`src/rtl/exitpred_pkg.sv`:
```
package exitpred_pkg;
  typedef enum logic [1:0] {
    WALK_IDLE = 2'd0,
    WALK_RUN  = 2'd1,
    WALK_MISS = 2'd2
  } walk_state_e;
endpackage

```
`src/rtl/exitpred_table.sv`:
```
module exitpred_table #(
  parameter int ADDR_W = 16,
  parameter int IDX_W  = 4,
  parameter int OFF_W  = 8,
  parameter int CNT_W  = 3
) (
  input  logic              clk,
  input  logic              rst_n,
  input  logic              upd_valid,
  input  logic [ADDR_W-1:0] upd_key,
  input  logic [ADDR_W-1:0] upd_target,
  input  logic [CNT_W-1:0]  upd_frags,
  input  logic [ADDR_W-1:0] lk_addr,
  output logic              lk_hit,
  output logic [ADDR_W-1:0] lk_target,
  output logic [CNT_W-1:0]  lk_frags
);
  localparam int TAG_W   = ADDR_W - IDX_W;
  localparam int ENTRIES = 1 << IDX_W;
  localparam logic signed [ADDR_W-1:0] OFF_MAX = ADDR_W'((1 << (OFF_W-1)) - 1);
  localparam logic signed [ADDR_W-1:0] OFF_MIN = ~OFF_MAX;

  logic             valid_q [ENTRIES];
  logic [TAG_W-1:0] tag_q   [ENTRIES];
  logic [OFF_W-1:0] off_q   [ENTRIES];
  logic [CNT_W-1:0] frags_q [ENTRIES];

  // staged write, one cycle behind the update port
  logic             st_valid;
  logic [IDX_W-1:0] st_idx;
  logic [TAG_W-1:0] st_tag;
  logic [OFF_W-1:0] st_off;
  logic [CNT_W-1:0] st_frags;

  logic signed [ADDR_W-1:0] diff;
  logic                     in_range;

  always_comb begin
    diff     = $signed(upd_target - upd_key);
    in_range = (diff >= OFF_MIN) && (diff <= OFF_MAX);
  end

  always_ff @(posedge clk) begin
    if (!rst_n) begin
      st_valid <= 1'b0;
    end else begin
      st_valid <= upd_valid && in_range;
    end
    st_idx   <= upd_key[IDX_W-1:0];
    st_tag   <= upd_key[ADDR_W-1:IDX_W];
    st_off   <= diff[OFF_W-1:0];
    st_frags <= upd_frags;
  end

  always_ff @(posedge clk) begin
    if (!rst_n) begin
      for (int i = 0; i < ENTRIES; i++) valid_q[i] <= 1'b0;
    end else if (st_valid) begin
      valid_q[st_idx] <= 1'b1;
    end
    if (st_valid) begin
      tag_q[st_idx]   <= st_tag;
      off_q[st_idx]   <= st_off;
      frags_q[st_idx] <= st_frags;
    end
  end

  // lookup with forwarding from the staged write
  logic [IDX_W-1:0] lk_idx;
  logic [TAG_W-1:0] lk_tag;
  logic             fwd;
  logic             sel_valid;
  logic [TAG_W-1:0] sel_tag;
  logic [OFF_W-1:0] sel_off;

  always_comb begin
    lk_idx    = lk_addr[IDX_W-1:0];
    lk_tag    = lk_addr[ADDR_W-1:IDX_W];
    fwd       = st_valid && (st_idx == lk_idx);
    sel_valid = fwd ? 1'b1     : valid_q[lk_idx];
    sel_tag   = fwd ? st_tag   : tag_q[lk_idx];
    sel_off   = fwd ? st_off   : off_q[lk_idx];
    lk_frags  = fwd ? st_frags : frags_q[lk_idx];
    lk_hit    = sel_valid && (sel_tag == lk_tag);
    lk_target = lk_addr + {{(ADDR_W-OFF_W){sel_off[OFF_W-1]}}, sel_off};
  end

  AST_STAGED_LANDS: assert property (@(posedge clk) disable iff (!rst_n)
    st_valid |=> valid_q[$past(st_idx)]);

endmodule

```
`src/rtl/exitpred_walker.sv`:
```
module exitpred_walker
  import exitpred_pkg::*;
#(
  parameter int ADDR_W = 16,
  parameter int CNT_W  = 3,
  parameter int DEPTH  = 4
) (
  input  logic              clk,
  input  logic              rst_n,
  input  logic              seed_valid,
  input  logic [ADDR_W-1:0] seed_addr,
  input  logic              redir_valid,
  input  logic [ADDR_W-1:0] redir_addr,
  output logic [ADDR_W-1:0] lk_addr,
  input  logic              lk_hit,
  input  logic [ADDR_W-1:0] lk_target,
  input  logic [CNT_W-1:0]  lk_frags,
  output logic              pf_valid,
  input  logic              pf_ready,
  output logic [ADDR_W-1:0] pf_addr,
  output logic [CNT_W-1:0]  pf_frags,
  input  logic              pf_consume,
  output logic              no_pred
);
  localparam int CRED_W = $clog2(DEPTH + 1);
  localparam logic [CRED_W-1:0] DEPTH_C = CRED_W'(DEPTH);

  walk_state_e       state;
  logic [ADDR_W-1:0] cur;
  logic [CRED_W-1:0] cred;

  logic              flush, slot_free, room, attempt, issue, miss, give_back;
  logic [ADDR_W-1:0] start_addr;

  always_comb begin
    flush      = redir_valid || seed_valid;
    start_addr = redir_valid ? redir_addr : seed_addr;
    slot_free  = !pf_valid || pf_ready;
    room       = cred < DEPTH_C;
    attempt    = (state == WALK_RUN) && slot_free && room;
    issue      = attempt && lk_hit;
    miss       = attempt && !lk_hit;
    give_back  = pf_consume && (cred != '0);
    lk_addr    = cur;
    no_pred    = (state == WALK_MISS);
  end

  always_ff @(posedge clk) begin
    if (!rst_n) begin
      state    <= WALK_IDLE;
      cur      <= '0;
      cred     <= '0;
      pf_valid <= 1'b0;
      pf_addr  <= '0;
      pf_frags <= '0;
    end else if (flush) begin
      state    <= WALK_RUN;
      cur      <= start_addr;
      cred     <= '0;
      pf_valid <= 1'b0;
    end else begin
      cred <= cred + CRED_W'(issue) - CRED_W'(give_back);
      if (issue) begin
        pf_valid <= 1'b1;
        pf_addr  <= lk_target;
        pf_frags <= lk_frags;
        cur      <= lk_target;
      end else if (slot_free) begin
        pf_valid <= 1'b0;
      end
      if (miss) state <= WALK_MISS;
    end
  end

  AST_HOLD_STALLED: assert property (@(posedge clk) disable iff (!rst_n)
    (pf_valid && !pf_ready && !flush) |=> (pf_valid && $stable(pf_addr) && $stable(pf_frags)));
  AST_CREDIT_CAP: assert property (@(posedge clk) disable iff (!rst_n)
    cred <= DEPTH_C);
  AST_FLUSH_DROPS: assert property (@(posedge clk) disable iff (!rst_n)
    flush |=> !pf_valid);
  AST_MISS_QUIET: assert property (@(posedge clk) disable iff (!rst_n)
    no_pred |-> !pf_valid);

endmodule

```
`src/rtl/exitpred_runahead.sv`:
```
module exitpred_runahead #(
  parameter int ADDR_W = 16,
  parameter int IDX_W  = 4,
  parameter int OFF_W  = 8,
  parameter int CNT_W  = 3,
  parameter int DEPTH  = 4
) (
  input  logic              clk,
  input  logic              rst_n,
  input  logic              seed_valid,
  input  logic [ADDR_W-1:0] seed_addr,
  input  logic              redirect_valid,
  input  logic [ADDR_W-1:0] redirect_addr,
  input  logic              upd_valid,
  input  logic [ADDR_W-1:0] upd_key,
  input  logic [ADDR_W-1:0] upd_target,
  input  logic [CNT_W-1:0]  upd_frags,
  output logic              pf_valid,
  input  logic              pf_ready,
  output logic [ADDR_W-1:0] pf_addr,
  output logic [CNT_W-1:0]  pf_frags,
  input  logic              pf_consume,
  output logic              no_pred
);
  logic [ADDR_W-1:0] lk_addr;
  logic              lk_hit;
  logic [ADDR_W-1:0] lk_target;
  logic [CNT_W-1:0]  lk_frags;

  exitpred_table #(
    .ADDR_W(ADDR_W), .IDX_W(IDX_W), .OFF_W(OFF_W), .CNT_W(CNT_W)
  ) u_table (
    .clk        (clk),
    .rst_n      (rst_n),
    .upd_valid  (upd_valid),
    .upd_key    (upd_key),
    .upd_target (upd_target),
    .upd_frags  (upd_frags),
    .lk_addr    (lk_addr),
    .lk_hit     (lk_hit),
    .lk_target  (lk_target),
    .lk_frags   (lk_frags)
  );

  exitpred_walker #(
    .ADDR_W(ADDR_W), .CNT_W(CNT_W), .DEPTH(DEPTH)
  ) u_walker (
    .clk         (clk),
    .rst_n       (rst_n),
    .seed_valid  (seed_valid),
    .seed_addr   (seed_addr),
    .redir_valid (redirect_valid),
    .redir_addr  (redirect_addr),
    .lk_addr     (lk_addr),
    .lk_hit      (lk_hit),
    .lk_target   (lk_target),
    .lk_frags    (lk_frags),
    .pf_valid    (pf_valid),
    .pf_ready    (pf_ready),
    .pf_addr     (pf_addr),
    .pf_frags    (pf_frags),
    .pf_consume  (pf_consume),
    .no_pred     (no_pred)
  );

endmodule

```
`config.mk`:
```
export PLATFORM = sky130hd
export DESIGN_NAME = exitpred_runahead
export DESIGN_NICKNAME = d
export VERILOG_FILES = /design/src/rtl/exitpred_pkg.sv /design/src/rtl/exitpred_table.sv /design/src/rtl/exitpred_walker.sv /design/src/rtl/exitpred_runahead.sv
export SDC_FILE = /design/constraint.sdc
export NUM_CORES = 1
export LEC_CHECK = 0
export CORE_UTILIZATION = 40
export CTS_CLUSTER_SIZE = 30
export DETAILED_ROUTE_END_ITERATION = 8
export DONT_BUFFER_PORTS = 1
export GPL_TIMING_DRIVEN = 0
export PLACE_DENSITY = 0.65
export SYNTH_ARGS = -nofsm -noshare
export SYNTH_HDL_FRONTEND = slang
export SYNTH_HIERARCHICAL = 1
export SYNTH_SLANG_ARGS = --single-unit
```
`constraint.sdc`:
```
create_clock -name clk -period 13.45 [get_ports clk]
set_input_delay 0.6725 -clock clk [delete_from_list [all_inputs] [get_ports clk]]
set_output_delay 0.6725 -clock clk [all_outputs]
set_load 0.05 [all_outputs]
```
## Word-level counts from Yosys, hierarchy flattened

Memories as Yosys holds them, arrays and structs flattened. A register that Yosys moved wholly into a read port is not among the register bits.
Index checks and enable logic that the tools add are counted.
W data, S select, Z words.

- Register bits after elaboration: 66
- Memory bits (writable): 384
- Input port bits: 74
- Output and inout bits: 21
- Logic and storage cells: 73
- Memories kept: 4

- $add $sub $neg: 4
- $lt $le $gt $ge: 3
- Equal/unequal tests: 4
- Muxes and demuxes: 24
- Bitwise gates (word level): 2
- Reductions and logical operators: 21

Memories:

| memory | depth | bits a word | rd ports | clocked after Yosys merged registers in | wr ports | line | source |
|---|---|---|---|---|---|---|---|
| u_table.tag_q | 16 | 12 | 1 | 1 | 1 | exitpred_table.sv:24 | `logic [TAG_W-1:0] tag_q [ENTRIES];` |
| u_table.off_q | 16 | 8 | 1 | 1 | 1 | exitpred_table.sv:25 | `logic [OFF_W-1:0] off_q [ENTRIES];` |
| u_table.frags_q | 16 | 3 | 1 | 1 | 1 | exitpred_table.sv:26 | `logic [CNT_W-1:0] frags_q [ENTRIES];` |
| u_table.valid_q | 16 | 1 | 1 | 1 | 16 | exitpred_table.sv:23 | `logic valid_q [ENTRIES];` |

Operators with widths:

| kind | number |
|---|---|
| $mux W16 | 3 |
| $mux W4 | 7 |
| $add A16 B16 Y16 | 1 |
| $ge A16 B8 Y1 const B | 1 |
| $le A16 B8 Y1 const B | 1 |
| $sub A16 B16 Y16 | 1 |
| $eq A12 B12 Y1 | 1 |
| $mux W1 | 12 |
| $mux W12 | 1 |
| $logic_and A1 B1 Y1 | 9 |
| $mux W8 | 1 |
| $reduce_bool A2 Y1 | 3 |
| $eq A4 B4 Y1 | 1 |
| $add A3 B1 Y3 | 1 |
| $logic_not A1 Y1 | 3 |
| $lt A3 B3 Y1 const B | 1 |
| $reduce_bool A3 Y1 | 1 |
| $sub A3 B1 Y3 | 1 |
| $eq A2 B1 Y1 const B | 1 |
| $eq A2 B2 Y1 const B | 1 |
| $logic_or A1 B1 Y1 | 2 |
| $not A1 Y1 | 2 |
| $reduce_and A2 Y1 | 1 |
| $reduce_or A2 Y1 | 1 |
| $reduce_or A1 Y1 | 1 |

## Depth between registers and ports, before layout

- Word-level depth: 10
- Gate-level depth with buffers: 22
- Depth with buffers taken out: 18

## By module

The synthesis kept the hierarchy.

By module, submodules not included:

| module | instances | cells each | area an instance (µm²) | seq. area each (µm²) |
|---|---|---|---|---|
| exitpred_table | 1 | 954 | 17,214.0 | 11,931.4 |
| exitpred_walker | 1 | 214 | 2,001.9 | 820.8 |

## Worst setup path after synthesis

Ideal clock, no wire load.

- Path type: register to register
- Start point: register u_walker.cur[1] (netlist: u_walker/lk_addr[1])
- End point: register u_walker.cur[15] (netlist: u_walker/lk_addr[15])
- Library setup time: 74 ps
- Data arrival time: 5,064 ps
- Required time: 13,376 ps
- Slack: 8,312 ps
- Cell stages (with the launch flop): 20
- Path buffers: 4
- Period minus slack after synthesis: 5,138 ps
- Cell sequence: dfxtp_1 > buf_2 > clkbuf_1 > clkbuf_1 > clkbuf_1 > mux4_2 > mux4_2 > nand2_1 > nand2_1 > ha_1 > o21a_1 > a211oi_1 > o31ai_1 > nor4_1 > nor3_1 > a2111oi_1 > a21oi_1 > xnor2_1 > or4b_1 > a31oi_1

- Elaborated cells between the ends (all ways): 12
- Those cells by class: add/sub (1); eq/ne (2); mux (5); reduce/logical (4)

RTL lines:

| item | line | source |
|---|---|---|
| start: declaration | exitpred_walker.sv:29 | `logic [ADDR_W-1:0] cur;` |
| start signal: assignment | exitpred_walker.sv:58 | `cur <= start_addr;` |
| start signal: assignment | exitpred_walker.sv:67 | `cur <= lk_target;` |
| $eq A4 B4 Y1 | exitpred_table.sv:79 | `fwd = st_valid && (st_idx == lk_idx);` |
| $logic_and A1 B1 Y1 | exitpred_table.sv:79 |  |
| $mux W8 | exitpred_table.sv:82 | `sel_off = fwd ? st_off : off_q[lk_idx];` |
| $add A16 B16 Y16 (*) | exitpred_table.sv:85 | `lk_target = lk_addr + {{(ADDR_W-OFF_W){sel_off[OFF_W-1]}}, sel_off};` |
| via lk_target[15] | exitpred_runahead.sv:27 | `logic [ADDR_W-1:0] lk_target;` |
| $mux W16 (*) | exitpred_walker.sv:63 | `if (issue) begin` |
| $mux W16 (*) | exitpred_walker.sv:56 | `end else if (flush) begin` |

The timed path passes the listed nets; every way through them passes the cells marked *. The select of a mux whose other input is x is not followed.
A chain may end at the register's enable or synchronous reset.

## Final worst setup path

Ends and elaborated chain as after synthesis.

==> results.cfg <==
[worst_setup_path]
path_common_cell = sky130_fd_sc_hd__clkbuf_1
register_to_register_path_depth = 19
cpPeakStageDelay_ps = 740
end_kind = flop
worst_ep_arrival_time_ps = 7600
critical_path_start_type = flop
timing.critical_path.max_delay_family = buffers and inverters
ff2ff_setup_slack_ps = 6340
critical_path_depth = 19
cp_num_buf_inv = 4
worst-setup-path-type = reg -> reg
crit_fanout = 10
critical_path.slowest_cell = sky130_fd_sc_hd__clkbuf_1
worst_ep_required_time_ps = 13940
critical_path.cell_chain = buf_2 -> clkbuf_1 -> clkbuf_1 -> clkbuf_1 -> mux4_2 -> mux4_2 -> nand2_1 -> nand2_1 -> ha_1 -> o21a_1 -> a211oi_1 -> o31ai_1 -> nor4_1 -> nor3_1 -> a2111oi_1 -> a21oi_1 -> xnor2_1 -> or4b_1 -> a31oi_1

[synth]
synth_cell_type_count = 72
asyncSetResetFlopFracSynth_pct = 0
syn-cell-area_um2 = 19200
post-synth-top-count-cell = sky130_fd_sc_hd__edfxtp_1
synth.ff_latch_count = 453
postSynthNetCount = 1277
synth.largest_area_cell = sky130_fd_sc_hd__edfxtp_1
synth_enable_flop_cells = 368
postSynthAreaPerCell_um2 = 16.5
ys_dominant_reg_cell = sky130_fd_sc_hd__edfxtp_1
synth-seq-area-share_pct = 66.4
yosysTopAreaCellShare_pct = 57.5
ys_top_cells_by_area = sky130_fd_sc_hd__edfxtp_1, sky130_fd_sc_hd__mux4_2, sky130_fd_sc_hd__dfxtp_1
synth.yosys.warnings = 6
synth_commonest_cells = sky130_fd_sc_hd__edfxtp_1, sky130_fd_sc_hd__mux4_2, sky130_fd_sc_hd__dfxtp_1, sky130_fd_sc_hd__nand2_1, sky130_fd_sc_hd__mux2i_1
synth_cells = 1168

[floorplanning]
floorplan.die_area_um2 = 48900
die_height_um = 221
design.portCount = 95
chipWidth_um = 221
placement_rows = 79
floorplan.core_area_um2 = 47000
initial_utilization_pct = 40.9

[timing]
timing.setup.tns_ps = 0
grt_setup_unrepaired = no
final_period_minus_worst_setup_slack_ps = 7110
timing.final.setup_violations = 0
tightestPinTransition_ps = 1080
clk_skew_ps = 28.1
max_clock_freq_ghz = 0.141
post-route-period-util_pct = 52.8
hold_violations = 0
drv_slew = 0
timing.max_slew.rel_slack_pct = 27.4
setup_slack_ps = 6340

[grt]
global_route_wire_length_before_repair_um = 68800
first_global_vias = 10900
largest_net_degree_at_the_start_of_global_routing = 19
overflow_left_after_global_routing = 0
grt_antenna_before_repair = 0
groute.usage.overall_pct = 19.0

[clock_tree]
cts.repair.resized = 0
clock_root_buffer = sky130_fd_sc_hd__clkbuf_16
worst_setup_hold_path_clk_slew_ps = 60
number_of_buffers_on_the_longest_clock_path = 3
numCtsBuffers = 47
cts.repair_timing.setup_buffer_count = 0
holdBufCountCts = 0
cts_tree = done
cts-htree-levels = 2
clock_sinks = 453
clock_insertion_delay_worst_skew_ps = 580

[drt]
totalWireLength_um = 46200
antenna_violating_nets_left = 0
detail_route.iter0.violations = 1393
detail_route.vias_per_cell = 5.81
avgRoutedWirePerCell_um = 24.5
routed-via-count = 10900
remaining_drc_errors = 0
detailedRoute.firstPassIterationCount = 5

[placement]
gp_routability_congestion = 0.804
place.detailed.hpwl_um = 30900
post-place-ws_ps = 6330
placement.cell_area_um2 = 20500
buffer_ports.inserted = 0

[layout]
layout-area-overhead-vs-synth_pct = 14.4
insertedDiodeCount = 0
finalNetCount = 1348
post_route_cells_drive_above_1_share_pct = 17.7
finish.instance_area_um2 = 22000

[min_path]
min-delay-path-class = in -> reg
worstHoldPathCells = 0

[flow_run]
cap_violations = 0

[outcome]
outcome = finished clean

[power]
vdd.ir_drop.worst_uv = 86.2
p_per_area_nw_per_um2 = 142
leakage_power_total_uw = 0.00721
[kinds of logic after synthesis]
family | count (synthesis) | share of synthesized area, %
multiplexers | 152 | 14.5
XOR/XNOR | 36 | 1.64
adder cells (fa/ha/maj) | 35 | 2.40
AO/OA/AOI/OAI | 178 | 6.83
AND/OR/NAND/NOR | 215 | 5.79
flip-flops | 453 | 66.4
buffers and inverters | 99 | 2.51
[layout make-up]
class	count	area, um2
inverters	36	135
well taps	607	759
clock inverters	18	159
multi-input cells	616	6090
fillers	3939	25000
plain buffers	63	347
flip-flops and latches	453	12800
repair buffers	22	409
clock buffers	69	1320
[power breakdown]
group / switching [uW] / internal (uW) / leakage (uW) / total (uW)
clock: 524 / 720 / 0.000715 / 1240
sequential: 41.9 / 1540 / 0.00402 / 1580
combinational: 157 / 126 / 0.00248 / 283
total: 723 / 2390 / 0.00721 / 3110
[routing by layer]
layer  track usage [%]  wire length [um]  up-vias
met5                 0                 0        -
met4              5.87              1070        0
met3              4.24              4520       77
met2              28.8             20600      524
met1              27.2             19900     5516
li1                  -                 -     4825
[flip-flops by register name, indices dropped and copies added (netlist names)]
name,cells
u_walker/lk_addr,16
u_table/valid_q,16
u_table/frags_q,48
u_walker/cred,3
u_walker/pf_frags,3
u_walker/state,2
u_table/off_q,128
u_table/st_frags,3
u_table/st_off,8
u_table/st_valid,1
u_table/tag_q,192
u_table/st_tag,12
u_table/st_idx,4
u_walker/pf_addr,16
u_walker/pf_valid,1
[metrics by stage]
step                std cells  power (uW)  hold slack (ps)  utilization, %
floorplan                1168        1810              435               -
global placement         1775        1890              441            42.5
detailed placement       1797        1900              449            43.7
CTS                      1884        3140             87.7            46.8
global route             1884        3220             89.2            46.8
finish                   1884        3110              115            46.8
[final timing paths]
kind / start / to
worst max-delay path: u_walker/lk_addr[1] / u_walker/lk_addr[15]
worst min-delay path: upd_key[3] / u_table/st_idx[3]
worst max register to register: u_walker/lk_addr[1] / u_walker/lk_addr[15]
worst min register to register: u_table/valid_q[1] / u_table/valid_q[1]
[layout by cell type (no fill, tap or decap), types with 32 or more instances in the layout]
cell type,n
sky130_fd_sc_hd__ha_1,32
sky130_fd_sc_hd__inv_1,36
sky130_fd_sc_hd__edfxtp_1,368
sky130_fd_sc_hd__mux4_2,89
sky130_fd_sc_hd__clkbuf_1,50
sky130_fd_sc_hd__clkbuf_16,48
sky130_fd_sc_hd__mux2i_1,54
sky130_fd_sc_hd__nand2_1,78
sky130_fd_sc_hd__dfxtp_1,85
No activity file was read; power rests on OpenSTA's default activity.
